--- config.mk ---
export PLATFORM = sky130hd
export DESIGN_NAME = sertx_core
export DESIGN_NICKNAME = d
export VERILOG_FILES = /design/src/rtl/sertx_pkg.sv /design/src/rtl/sertx_baud.sv /design/src/rtl/sertx_fifo.sv /design/src/rtl/sertx_framer.sv /design/src/rtl/sertx_core.sv
export SDC_FILE = /design/constraint.sdc
export NUM_CORES = 1
export LEC_CHECK = 0
export BUFFER_PORTS_ARGS = -buffer_cell sky130_fd_sc_hd__buf_2
export CAP_MARGIN = 20
export CORE_UTILIZATION = 40
export CTS_BUF_LIST = sky130_fd_sc_hd__clkbuf_16
export CTS_CLUSTER_DIAMETER = 60
export DETAILED_ROUTE_END_ITERATION = 16
export GPL_ROUTABILITY_DRIVEN = 0
export GPL_TIMING_DRIVEN = 0
export PLACE_DENSITY = 0.57
export SLEW_MARGIN = 20
export SYNTH_ARGS = -nofsm -noshare
export SYNTH_HDL_FRONTEND = slang
export SYNTH_SLANG_ARGS = --single-unit
--- constraint.sdc ---
create_clock -name clk -period 4 [get_ports clk]
set_input_delay 0.8 -clock clk [delete_from_list [all_inputs] [get_ports clk]]
set_output_delay 0.8 -clock clk [all_outputs]
set_load 0.02 [all_outputs]
--- src/rtl/sertx_pkg.sv ---
package sertx_pkg;
   typedef enum logic [2:0] {
      S_IDLE,
      S_START,
      S_DATA,
      S_PAR,
      S_STOP,
      S_BRK
   } fr_state_t;

   // ticks per bit minus one, and ticks per eighth of a bit
   localparam logic [5:0] BIT_LAST   = 6'd31;
   localparam int         STEP_TICKS = 4;
endpackage

--- src/rtl/sertx_baud.sv ---
module sertx_baud #(
   parameter int DIV_W = 16
) (
   input  logic             clk,
   input  logic             rst_n,
   input  logic             en,
   input  logic [DIV_W-1:0] div,
   output logic             tick
);
   localparam int CW = DIV_W + 1;

   generate
      if (DIV_W < 1) begin : g_bad_div
         $error("sertx_baud: DIV_W must be at least 1");
      end
   endgenerate

   logic [CW-1:0] cnt;
   logic [CW-1:0] lim;

   // last count of a 2*(div+1) cycle period
   assign lim = {div, 1'b1};

   always_ff @(posedge clk) begin
      if (!rst_n || !en) begin
         cnt  <= '0;
         tick <= 1'b0;
      end else if (cnt == lim) begin
         cnt  <= '0;
         tick <= 1'b1;
      end else begin
         cnt  <= cnt + 1'b1;
         tick <= 1'b0;
      end
   end
endmodule

--- src/rtl/sertx_fifo.sv ---
module sertx_fifo #(
   parameter int DEPTH = 16,
   parameter int DW    = 8
) (
   input  logic                       clk,
   input  logic                       rst_n,
   input  logic                       clr,
   input  logic                       push,
   input  logic [DW-1:0]              din,
   input  logic                       pop,
   output logic [DW-1:0]              dout,
   output logic                       empty,
   output logic                       full,
   output logic [$clog2(DEPTH+1)-1:0] level
);
   localparam int AW = $clog2(DEPTH);
   localparam int LW = $clog2(DEPTH+1);

   generate
      if (DEPTH < 2 || (1 << AW) != DEPTH) begin : g_bad_depth
         $error("sertx_fifo: DEPTH must be a power of two, at least 2");
      end
   endgenerate

   logic [DW-1:0] mem [DEPTH];
   logic [AW-1:0] wp, rp;
   logic          do_push, do_pop;

   assign full    = (level == LW'(DEPTH));
   assign empty   = (level == '0);
   assign do_push = push && !full && !clr;
   assign do_pop  = pop && !empty && !clr;
   assign dout    = mem[rp];

   always_ff @(posedge clk) begin
      if (do_push) mem[wp] <= din;
   end

   always_ff @(posedge clk) begin
      if (!rst_n || clr) begin
         wp    <= '0;
         rp    <= '0;
         level <= '0;
      end else begin
         if (do_push) wp <= wp + 1'b1;
         if (do_pop)  rp <= rp + 1'b1;
         case ({do_push, do_pop})
            2'b10:   level <= level + 1'b1;
            2'b01:   level <= level - 1'b1;
            default: level <= level;
         endcase
      end
   end
endmodule

--- src/rtl/sertx_framer.sv ---
module sertx_framer
   import sertx_pkg::*;
(
   input  logic       clk,
   input  logic       rst_n,
   input  logic       tick,
   input  logic       tx_en,
   input  logic       par_en,
   input  logic       par_even,
   input  logic       brk_req,
   input  logic [1:0] char_len,
   input  logic [3:0] stop_len,
   input  logic       q_empty,
   input  logic [7:0] q_data,
   output logic       pop,
   output logic       line
);
   fr_state_t  st;
   logic [5:0] tcnt;
   logic [2:0] bcnt;
   logic [2:0] nb_last;
   logic [7:0] sh;
   logic       par_q, pen_q;
   logic [3:0] stp_q;

   logic [5:0] stop_last;
   logic       bit_end, stop_done, at_bound, want_chr;
   logic [7:0] dmask, dmasked;

   assign stop_last = {stp_q, 2'b11};  // (n+1)*STEP_TICKS - 1
   assign bit_end   = (tcnt == BIT_LAST);
   assign stop_done = (st == S_STOP) && (tcnt == stop_last);
   assign at_bound  = (st == S_IDLE) || stop_done;
   assign want_chr  = !brk_req && tx_en && !q_empty;
   assign pop       = tick && at_bound && want_chr;
   assign dmask     = 8'hFF >> (2'd3 - char_len);
   assign dmasked   = q_data & dmask;

   always_ff @(posedge clk) begin
      if (!rst_n) begin
         st      <= S_IDLE;
         tcnt    <= '0;
         bcnt    <= '0;
         nb_last <= '0;
         sh      <= '0;
         par_q   <= 1'b0;
         pen_q   <= 1'b0;
         stp_q   <= '0;
      end else if (tick) begin
         case (st)
            S_IDLE, S_STOP: begin
               if (st == S_STOP && !stop_done) begin
                  tcnt <= tcnt + 1'b1;
               end else if (brk_req) begin
                  st <= S_BRK;
               end else if (want_chr) begin
                  st      <= S_START;
                  tcnt    <= '0;
                  sh      <= dmasked;
                  nb_last <= {1'b1, char_len};
                  par_q   <= (^dmasked) ^ ~par_even;
                  pen_q   <= par_en;
                  stp_q   <= stop_len;
               end else begin
                  st <= S_IDLE;
               end
            end
            S_START: begin
               if (bit_end) begin
                  st   <= S_DATA;
                  tcnt <= '0;
                  bcnt <= '0;
               end else begin
                  tcnt <= tcnt + 1'b1;
               end
            end
            S_DATA: begin
               if (bit_end) begin
                  tcnt <= '0;
                  sh   <= sh >> 1;
                  if (bcnt == nb_last) st <= pen_q ? S_PAR : S_STOP;
                  else                 bcnt <= bcnt + 1'b1;
               end else begin
                  tcnt <= tcnt + 1'b1;
               end
            end
            S_PAR: begin
               if (bit_end) begin
                  st   <= S_STOP;
                  tcnt <= '0;
               end else begin
                  tcnt <= tcnt + 1'b1;
               end
            end
            S_BRK: begin
               if (!brk_req) st <= S_IDLE;
            end
            default: st <= S_IDLE;
         endcase
      end
   end

   always_comb begin
      case (st)
         S_START: line = 1'b0;
         S_DATA:  line = sh[0];
         S_PAR:   line = par_q;
         S_BRK:   line = 1'b0;
         default: line = 1'b1;
      endcase
   end
endmodule

--- src/rtl/sertx_core.sv ---
module sertx_core #(
   parameter int DIV_W   = 16,
   parameter int DEPTH   = 16,
   parameter int TH_W    = 4,
   parameter bit IRQ_REG = 1'b0
) (
   input  logic                       clk,
   input  logic                       rst_n,
   input  logic                       baud_en,
   input  logic [DIV_W-1:0]           baud_div,
   input  logic                       tx_en,
   input  logic                       par_en,
   input  logic                       par_even,
   input  logic                       brk_req,
   input  logic [1:0]                 char_len,
   input  logic [3:0]                 stop_len,
   input  logic                       fifo_clr,
   input  logic [TH_W-1:0]            tx_thresh,
   input  logic                       wr_valid,
   input  logic [7:0]                 wr_data,
   output logic                       wr_ready,
   output logic [$clog2(DEPTH+1)-1:0] fifo_level,
   output logic                       tx_irq,
   input  logic                       lpbk_en,
   output logic                       txd,
   output logic                       lpbk_out
);
   generate
      if (TH_W < 1 || TH_W > 16) begin : g_bad_th
         $error("sertx_core: TH_W out of range");
      end
   endgenerate

   logic       tick_w, line_w, pop_w, empty_w, full_w;
   logic [7:0] qdata_w;
   logic       below_w;

   sertx_baud #(.DIV_W(DIV_W)) u_baud (
      .clk(clk), .rst_n(rst_n), .en(baud_en), .div(baud_div), .tick(tick_w)
   );

   sertx_fifo #(.DEPTH(DEPTH), .DW(8)) u_fifo (
      .clk(clk), .rst_n(rst_n), .clr(fifo_clr), .push(wr_valid), .din(wr_data),
      .pop(pop_w), .dout(qdata_w), .empty(empty_w), .full(full_w),
      .level(fifo_level)
   );

   sertx_framer u_framer (
      .clk(clk), .rst_n(rst_n), .tick(tick_w), .tx_en(tx_en), .par_en(par_en),
      .par_even(par_even), .brk_req(brk_req), .char_len(char_len),
      .stop_len(stop_len), .q_empty(empty_w), .q_data(qdata_w), .pop(pop_w),
      .line(line_w)
   );

   assign wr_ready = !full_w;
   assign below_w  = int'(fifo_level) < int'(tx_thresh);

   generate
      if (IRQ_REG) begin : g_irq_reg
         always_ff @(posedge clk) begin
            if (!rst_n) tx_irq <= 1'b0;
            else        tx_irq <= below_w;
         end
      end else begin : g_irq_comb
         assign tx_irq = below_w;
      end
   endgenerate

   assign txd      = lpbk_en ? 1'b1 : line_w;
   assign lpbk_out = lpbk_en ? line_w : 1'b1;
endmodule

# --- Word-level counts from Yosys, hierarchy flattened ---
# Memories as Yosys holds them, arrays and structs flattened. A register that Yosys moved wholly into a read port is not among the register bits.
# Cells that the tools add are included.
# W data, S select, Z words.
word_totals:
  ff_bits: 60
  mem_bits_rw: 128
  inputBits: 44
  mem_count: 1
mem_list:
  columns: ["name", "depth", "width", "rd", "rd_clocked_by_memory_dff", "wr", "line", "source"]
  rows:
  - ["u_fifo.mem", 16, 8, 1, 1, 1, "sertx_fifo.sv:25", "logic [DW-1:0] mem [DEPTH];"]
op_classes:
  addsub: 8
  magnitude_cmp: 1
  n_eq_ne: 23
  shifts: 1
  muxes: 33
  n_bitwise: 5
  reduce_logical: 36
op_table:
  columns: ["op", "count"]
  rows:
  - ["$mux W3", 11]
  - ["$mux W8", 4]
  - ["$mux W6", 4]
  - ["$add A17 B1 Y17 const B", 1]
  - ["$eq A17 B17 Y1", 1]
  - ["$pmux W8 S2", 1]
  - ["$pmux W3 S5", 1]
  - ["$pmux W6 S2", 1]
  - ["$logic_and A1 B1 Y1", 10]
  - ["$ne A2 B1 Y1 const B", 5]
  - ["$pmux W5 S2", 1]
  - ["$reduce_and A5 Y1", 2]
  - ["$add A4 B1 Y4 const B", 2]
  - ["$and A8 B8 Y8", 1]
  - ["$mux W4", 2]
  - ["$ne A2 B2 Y1 const B", 4]
  - ["$reduce_bool A2 Y1", 4]
  - ["$reduce_xor A8 Y1", 1]
  - ["$shr A8 B2 Y8 const A", 1]
  - ["$logic_not A1 Y1", 7]
  - ["$reduce_and A7 Y1", 1]
  - ["$add A6 B1 Y6 const B", 1]
  - ["$eq A3 B2 Y1 const B", 2]
  - ["$eq A3 B3 Y1 const B", 2]
  - ["other kinds (26)", 37]

# --- Longest topological paths before layout ---
# Gate-level depths: netlist (run 1).
logic_depth:
  ltp_word: 9
  mapped_depth: 17
  ltp_nobuf: 14

# --- By module ---
# Synthesis (run 1) repeated with hierarchy kept, for this count alone.
hier_totals:
  hier_cells: 633
  area_unflattened_um2: 8649.5
by_module_without_submodules:
  columns: ["module", "instances", "cells_per_inst", "area_each_um2"]
  rows:
  - ["sertx_fifo", 1, 310, 5968.2]
  - ["sertx_framer", 1, 199, 1627.8]
  - ["sertx_baud", 1, 110, 952.2]
  - ["sertx_core", 1, 14, 101.3]

# --- Worst setup path after synthesis (run 1) ---
# No wires, ideal clock.
synth_path:
  kind: "input to register"
  startpoint: "in brk_req"
  endpoint: "reg u_fifo.level[4]"
  setup_time_ns: 0.070
  arrival_ns: 3.691
  required_time_ns: 3.930
  path_slack_ns: 0.239
  cell_stages: 16
  n_path_buf: 3
  path_cell_list: "nand2b_1 a21oi_1 and4_1 buf_2 buf_1 nor2b_1 ha_1 clkbuf_1 xor2_1 ha_1 o21ai_0 a21oi_1 a21oi_1 xor2_1 or3_1 a21oi_1"
synth_between:
  elab_chain_cells: 8
  elab_cells_between_ends: 10
  cone_classes: "2 x eq/ne; 1 x mux; 7 x reduce/logical"
synth_rtl:
  columns: ["item", "line", "source"]
  rows:
  - ["start: declaration", "sertx_core.sv:14", "input logic brk_req,"]
  - ["$logic_not A1 Y1 (*)", "sertx_framer.sv:34", "assign want_chr = !brk_req && tx_en && !q_empty;"]
  - ["$logic_and A1 B1 Y1 (*) (2 in series)", "sertx_framer.sv:34", null]
  - ["$logic_and A1 B1 Y1 (*)", "sertx_framer.sv:35", "assign pop = tick && at_bound && want_chr;"]
  - ["$logic_and A1 B1 Y1 (*) (2 in series)", "sertx_fifo.sv:32", "assign do_pop = pop && !empty && !clr;"]
  - ["$eq A2 B1 Y1 / $eq A2 B2 Y1 (equally long branches)", "sertx_fifo.sv:47", "case ({do_push, do_pop})"]
  - ["$pmux W5 S2 / $reduce_bool A2 Y1 (equally long branches)", null, null]
  - ["end signal: assignment", "sertx_fifo.sv:48", "2'b10: level <= level + 1'b1;"]
  - ["end signal: assignment", "sertx_fifo.sv:49", "2'b01: level <= level - 1'b1;"]
  - ["end signal: assignment", "sertx_fifo.sv:50", "default: level <= level;"]
  - ["end: declaration", "sertx_fifo.sv:14", "output logic [$clog2(DEPTH+1)-1:0] level"]
# Every way passes the cells marked *; elsewhere a longest branch is shown, timed or not.
# A chain may end at the register's enable or synchronous reset.

# --- Worst setup path in the final report (run 1) ---
layout_path:
  startpoint: "reg u_framer.tcnt[0]"
  endpoint: "reg u_fifo.level[4]"
layout_between:
  elab_chain_cells: 9
  elab_cells_between_ends: 11
  cone_classes: "3 x eq/ne; 1 x mux; 7 x reduce/logical"
layout_rtl:
  columns: ["item", "line", "source"]
  rows:
  - ["start: declaration", "sertx_framer.sv:19", "logic [5:0] tcnt;"]
  - ["start signal: assignment", "sertx_framer.sv:53", "tcnt <= tcnt + 1'b1;"]
  - ["start signal: assignment", "sertx_framer.sv:74", "tcnt <= tcnt + 1'b1;"]
  - ["start signal: assignment", "sertx_framer.sv:84", "tcnt <= tcnt + 1'b1;"]
  - ["$eq A6 B6 Y1 (*)", "sertx_framer.sv:32", "assign stop_done = (st == S_STOP) && (tcnt == stop_last);"]
  - ["$logic_and A1 B1 Y1 (*)", "sertx_framer.sv:32", null]
  - ["$logic_or A1 B1 Y1 (*)", "sertx_framer.sv:33", "assign at_bound = (st == S_IDLE) || stop_done;"]
  - ["$logic_and A1 B1 Y1 (*) (2 in series)", "sertx_framer.sv:35", null]
  - ["$logic_and A1 B1 Y1 (*) (2 in series)", "sertx_fifo.sv:32", null]
  - ["$eq A2 B1 Y1 / $eq A2 B2 Y1 (equally long branches)", "sertx_fifo.sv:47", null]
  - ["$pmux W5 S2 / $reduce_bool A2 Y1 (equally long branches)", null, null]
# Marks and branches as above.

==> results of run 1 <==
area by class of cell:
class / instances / area, um2
Clock buffer: 17 / 425
Clock inverter: 15 / 125
Tap cell: 270 / 338
Timing Repair Buffer: 58 / 320
Multi-Input combinational cell: 390 / 3130
Fill cell: 1829 / 10800
Inverter: 14 / 52.6
Sequential cell: 192 / 5120
Buffer: 27 / 146
power by group through the flow:
| stage | Clock [uW] | Sequential, uW | Combinational [uW] |
|---|---|---|---|
| after CTS | 1630 | 2120 | 119 |
| after global placement | 0 | 2170 | 113 |
| after global routing | 1710 | 2120 | 132 |
| final | 1590 | 2120 | 118 |
| after floorplan | 0 | 2170 | 56.1 |
| after detailed placement | 0 | 2170 | 119 |
layout by cell type (no fill, tap or decap), types with 15 or more instances in the layout:
| master | count |
|---|---|
| nand2_1 | 38 |
| mux4_2 | 25 |
| clkbuf_1 | 15 |
| clkbuf_16 | 17 |
| edfxtp_1 | 128 |
| mux2i_1 | 30 |
| xor2_1 | 23 |
| o21ai_0 | 15 |
| dfxtp_1 | 64 |
| a21oi_1 | 15 |
| ha_1 | 15 |
| buf_2 | 52 |
| nor2b_1 | 20 |
| nor2_1 | 58 |
| xnor2_1 | 30 |
routing by layer:
| metal | up-vias | global-route usage, % |
|---|---|---|
| met5 | - | 0 |
| met4 | 0 | 5.93 |
| met3 | 21 | 3.76 |
| met2 | 97 | 29.5 |
| met1 | 2531 | 21.9 |
| li1 | 2454 | - |
state kept, by name (all words and copies together), names as in the netlist, named ones only:
register,flops
u_framer.st,3
u_framer.tcnt,6
u_fifo.rp,4
u_framer.stp_q,4
u_fifo.level,5
u_framer.pen_q,1
u_baud.tick,1
u_fifo.mem,128
u_fifo.wp,4
u_framer.bcnt,3
u_baud.cnt,17
u_framer.nb_last,3
u_framer.sh,8
u_framer.par_q,1
worst register-to-register path, stage by stage (launching register included):
cell and delay (ns):
dfxtp_1 0.37, ha_1 0.26, nand2_1 0.12, o41ai_4 0.31, and4_1 0.24, clkbuf_4 0.29
nor2b_1 0.22, ha_1 0.19, clkbuf_2 0.22, xor2_1 0.17, ha_1 0.21, o21ai_0 0.09
a21oi_1 0.16, a21oi_1 0.10, xor2_1 0.15, or3_1 0.32, a21oi_1 0.15
metrics by stage:
stage          area (um2)  total power [uW]  TNS (ns)  hold WS [ns]  utilization (%)
2_1_floorplan        8400              2220         0         0.437                -
3_5_place_dp         9060              2290    -0.598         0.469             44.4
6_report             9660              3830         0         0.482             47.3
5_1_grt              9660              3960         0         0.506             47.3
4_1_cts              9620              3870         0         0.487             47.1
3_3_place_gp         9000              2280    -0.330         0.470             44.1
final timing paths:
| check | startpoint | end | slack, ns | cells past startpoint |
|---|---|---|---|---|
| worst max-delay path | u_framer.tcnt[0]$_SDFFE_PN0P_ | u_fifo.level[4]$_SDFFE_PP0P_ | 0.39 | 16 |
| worst min-delay path | u_baud.cnt[0]$_SDFF_PP0_ | u_baud.cnt[0]$_SDFF_PP0_ | 0.48 | 1 |
| worst max register to register | u_framer.tcnt[0]$_SDFFE_PN0P_ | u_fifo.level[4]$_SDFFE_PP0P_ | 0.39 | 16 |
| worst min register to register | u_baud.cnt[0]$_SDFF_PP0_ | u_baud.cnt[0]$_SDFF_PP0_ | 0.48 | 1 |
cells by family after synthesis:
kind of cell	Yosys count	synth area share, %
multiplexers	60	11.5
buffers and inverters	42	2.35
AO/OA/AOI/OAI	71	5.82
flip-flops	192	61.0
XOR/XNOR	55	6.08
adder cells (fa/ha/maj)	15	2.23
AND/OR/NAND/NOR	189	11.0
==> results.py, run 1 <==
metrics = {
    "global_routing": {
        "globalRouteOverflowTotal": 0,
        "grt_pass1_vias": 5236,
        "grt_first_pass_wirelength_um": 28100,
        "grt_usage_pct": 17.4,
        "grt_max_degree": 19,
        "antenna_found_initial": 0,
    },
    "setup_path": {
        "worstPathCellList": "ha_1, nand2_1, o41ai_4, and4_1, clkbuf_4, nor2b_1, ha_1, clkbuf_2, xor2_1, ha_1, o21ai_0, a21oi_1, a21oi_1, xor2_1, or3_1, a21oi_1",
        "slowest_delay_ns": 0.37,
        "crit_path_start_kind": "flop",
        "crit_type": "reg -> reg",
        "path_buf_inv": 2,
        "required_ns": 4.36,
        "critical-path-top-delay-family": "simple AND/OR/NAND/NOR gates",
        "cp_max_fo": 17,
        "cp-end-kind": "flop",
        "crit_slowest_cell": "dfxtp_1",
        "cp.arrival_ns": 3.97,
    },
    "logic_synthesis": {
        "ys_seq_area_share_pct": 61.0,
        "async_flop_share_pct": 0,
        "syn_nets": 683,
        "synth.distinct_cells": 52,
        "syn_area_per_cell_um2": 13.5,
        "synth_area_leader_cell": "edfxtp_1",
        "netlist.area_leader.share_pct": 45.7,
        "synth_common_cells": "edfxtp_1, dfxtp_1, nor2_1",
        "ys_warn_count": 0,
        "ys_ff_latch": 192,
        "post-synth-top-count-cell": "edfxtp_1",
        "synth-edff-count": 128,
        "synth_area_leaders": "edfxtp_1, dfxtp_1, mux4_2",
        "ys.flop_type": "edfxtp_1",
        "synth_cells": 624,
        "synth_area_um2": 8400,
    },
    "final_layout": {
        "antenna_cells": 0,
        "area_growth_pct": 15.0,
        "fin_cells": 983,
        "drive_gt1_share_pct": 18.8,
        "final_nets": 759,
    },
    "power_and_ir_drop": {
        "comb_power_share_pct": 3.1,
        "p_sw_share_pct": 22.2,
        "leakage_uw": 0.00328,
        "power_density_nw_per_um2": 397,
        "p_int_uw": 2980,
        "p_sw_uw": 852,
        "ir_worst_vdd_uv": 264,
        "seqPwrFrac_pct": 55.4,
        "pwr-share-clk_pct": 41.6,
    },
    "place": {
        "place_ws_ns": -0.434,
        "port_buffers": 52,
        "placed_cells": 950,
        "hpwl_um": 12400,
    },
    "die": {
        "initial_core_util_pct": 41.1,
        "die_area_um2": 21600,
        "rows": 52,
        "die_w_um": 147,
        "num_io_pins": 53,
        "dieHeight_um": 147,
        "core_area_um2": 20400,
    },
    "sta": {
        "tightest_slew_ns": 1.18,
        "period_needed_ns": 3.61,
        "finalClockSkew_ns": 0.0128,
        "layout_setup_ws_ns": 0.392,
        "period_share_pct": 90.2,
        "setup_viol": 0,
        "fmax_ghz": 0.277,
        "slew_headroom_pct": 21.3,
        "hold_viol": 0,
        "rsz0062_at_grt": "no",
        "drv_slew": 0,
    },
    "cts": {
        "cts_buffer_depth": 2,
        "clkLatencyLatePin_ns": 0.44,
        "hold_buffers": 0,
        "cts_tree": "done",
        "cts_buffers": 17,
        "cts_setup_buffers": 0,
        "cts_htree_levels": 4,
        "cts_resized": 1,
        "cts_root_buf": "clkbuf_16",
        "cts.clk_slew.worst_paths_ns": 0.07,
        "clock_sinks": 192,
    },
    "status": {
        "status": "completed",
    },
    "drt": {
        "avgRoutedWirePerCell_um": 18.0,
        "drtAntennaViolNets": 0,
        "drt-total-wl_um": 17700,
        "met2_wirelength_um": 8890,
        "wl_met3_um": 624,
        "vias_per_cell": 5.19,
        "drc_errors": 0,
        "vias": 5103,
        "wl_met1_um": 7890,
        "dr.pass1.iters": 5,
        "top_layer": "met4",
        "dr.first_iter.drc_count": 234,
    },
    "run": {
        "drv_cap": 0,
    },
    "worst_hold_path": {
        "min_path_type": "reg -> reg",
    },
}
Note: power is estimated with default switching activity, not from simulation.
==> inputs of run 2 (changes only) <==
- CTS_BUF_LIST: sky130_fd_sc_hd__clkbuf_16 -> sky130_fd_sc_hd__clkbuf_4
- MAX_ROUTING_LAYER: default -> met4
- PLACE_DENSITY: 0.57 -> 0.66
==> run 2 against run 1 <==
  * Largest cell class unchanged
  * Clock power fell by 43%
  * Hold slack worse by 0.0042 ns
  * Global-route usage down 0.11 points
  * Via count rose by 0.41%
  * Fmax fell by 0.71%
  * Combinational power barely moved
  * Setup slack got worse by 0.026 ns
  * Routed wire length is 3.1% lower
  * Register-to-register slack got worse by 0.03 ns
  * Clock skew rose by 0.011 ns
==> results.py, run 2 (synthesized netlist as in run 1, its figures left out) <==
metrics = {
    "status": {
        "status": "completed",
    },
    "final_layout": {
        "utilization_pct": 45.5,
        "top_regs": "u_fifo.mem: 128 flops, u_baud.cnt: 17 flops, u_framer.sh: 8 flops",
        "regMostFlops": "u_fifo.mem",
        "final_nets": 758,
        "final_cell_mix": "edfxtp_1, dfxtp_1, nor2_1, buf_2, nand2_1",
        "final_common_cell": "edfxtp_1",
        "drive_gt1_share_pct": 18.5,
        "largest_reg_flops": 128,
        "area_growth_pct": 10.7,
        "design_area_um2": 9300,
    },
    "sta": {
        "slew_headroom_pct": 26.7,
        "tns_ns": 0,
        "drv_slew": 0,
        "hold_viol": 0,
        "fmax_ghz": 0.275,
        "worst_hold_slack_ns": 0.477,
        "tightest_slew_ns": 1.10,
        "rsz0062_at_grt": "no",
        "period_share_pct": 90.8,
        "setup_viol": 0,
        "period_needed_ns": 3.63,
        "finalClockSkew_ns": 0.0240,
    },
    "die": {
        "dieHeight_um": 147,
        "rows": 52,
        "die_area_um2": 21600,
        "initial_core_util_pct": 41.1,
        "num_io_pins": 53,
        "die_w_um": 147,
        "core_area_um2": 20400,
    },
    "global_routing": {
        "grt_usage_pct": 17.2,
        "grt_max_degree": 18,
        "grt_first_pass_wirelength_um": 27000,
        "antenna_found_initial": 1,
        "grt_pass1_vias": 5147,
        "globalRouteOverflowTotal": 0,
    },
    "drt": {
        "drtAntennaViolNets": 0,
        "vias": 5124,
        "dr.first_iter.drc_count": 284,
        "dr.pass1.iters": 6,
        "vias_per_cell": 5.21,
        "drc_errors": 0,
        "avgRoutedWirePerCell_um": 17.5,
        "drt-total-wl_um": 17200,
    },
    "run": {
        "drv_cap": 0,
    },
    "place": {
        "hpwl_um": 12100,
        "port_buffers": 52,
        "dpl-instance-area_um2": 9050,
    },
    "setup_path": {
        "required_ns": 4.52,
        "cp-end-kind": "flop",
        "crit_type": "reg -> reg",
        "cp_max_fo": 17,
        "crit_path_start_kind": "flop",
        "cp.arrival_ns": 4.15,
    },
    "cts": {
        "cts_buffer_depth": 2,
        "clock_sinks": 192,
        "cts_htree_levels": 4,
        "cts_tree": "done",
        "cts_root_buf": "clkbuf_4",
        "cts.clk_slew.worst_paths_ns": 0.15,
        "clkLatencyLatePin_ns": 0.57,
        "cts_buffers": 17,
        "hold_buffers": 0,
    },
    "power_and_ir_drop": {
        "power_density_nw_per_um2": 338,
        "ir_worst_vdd_uv": 228,
        "leakage_uw": 0.00312,
    },
    "worst_hold_path": {
        "min_path_type": "in -> reg",
    },
}
==> run 2: area by class of cell <==
cell class / instances / area, um2
Sequential cell: 192 / 5120
Fill cell: 1831 / 11100
Clock inverter: 12 / 87.6
Multi-Input combinational cell: 390 / 3110
Timing Repair Buffer: 57 / 298
Inverter: 14 / 52.6
Antenna cell: 3 / 7.51
Buffer: 27 / 145
Clock buffer: 18 / 135
Tap cell: 270 / 338
==> run 2: what timing repair did <==
| action | CTS | global route |
|---|---|---|
| resized for setup | 1 | 3 |
| endpoints found under the setup margin | 2 | 1 |
| buffers inserted | 0 | 0 |
| pin swaps | 0 | 0 |
==> run 2: critical path: stages (launching register included) <==
cell and delay (ns):
dfxtp_1 0.38, clkbuf_1 0.29, nor4_1 0.13, a21oi_1 0.33, and4_1 0.23, clkbuf_4 0.29
nor2b_1 0.21, ha_1 0.19, clkbuf_2 0.21, xor2_1 0.17, ha_1 0.21, o21ai_0 0.09
a21oi_1 0.15, a21oi_1 0.09, xor2_1 0.15, or3_1 0.31, a21oi_1 0.13
==> run 2: per-stage QoR <==
stage               power, uW  setup WS [ns]  std cells
finish                   3140          0.367        983
detailed placement       2280         -0.395        950
floorplan                2220          0.239        624
CTS                      3180          0.108        979
global placement         2280         -0.292        946
global route             3270         0.0245        981
==> run 2: metal layers <==
layer | global-route usage (%) | part of all wire [%]
met1 | 21.6 | 46
met2 | 27.4 | 48
met3 | 4.22 | 4.6
met4 | 5.72 | 1.6
met5 | - | 0
==> run 2: power by group <==
| group | total (uW) | switching (uW) | internal (uW) | leakage [uW] |
|---|---|---|---|---|
| clock | 903 | 651 | 252 | 0.000127 |
| sequential | 2120 | 4.18 | 2120 | 0.00167 |
| combinational | 115 | 65.2 | 49.8 | 0.00133 |
| total | 3140 | 721 | 2420 | 0.00312 |
==> run 2: worst paths after layout <==
check | startpoint | end | slack (ns) | cells past startpoint
worst max-delay path | u_fifo.level[1]$_SDFFE_PP0P_ | u_fifo.level[4]$_SDFFE_PP0P_ | 0.37 | 16
worst max register to register | u_fifo.level[1]$_SDFFE_PP0P_ | u_fifo.level[4]$_SDFFE_PP0P_ | 0.37 | 16
worst min-delay path | baud_en | u_baud.cnt[0]$_SDFF_PP0_ | 0.48 | 3
worst min register to register | u_baud.cnt[0]$_SDFF_PP0_ | u_baud.cnt[0]$_SDFF_PP0_ | 0.50 | 1
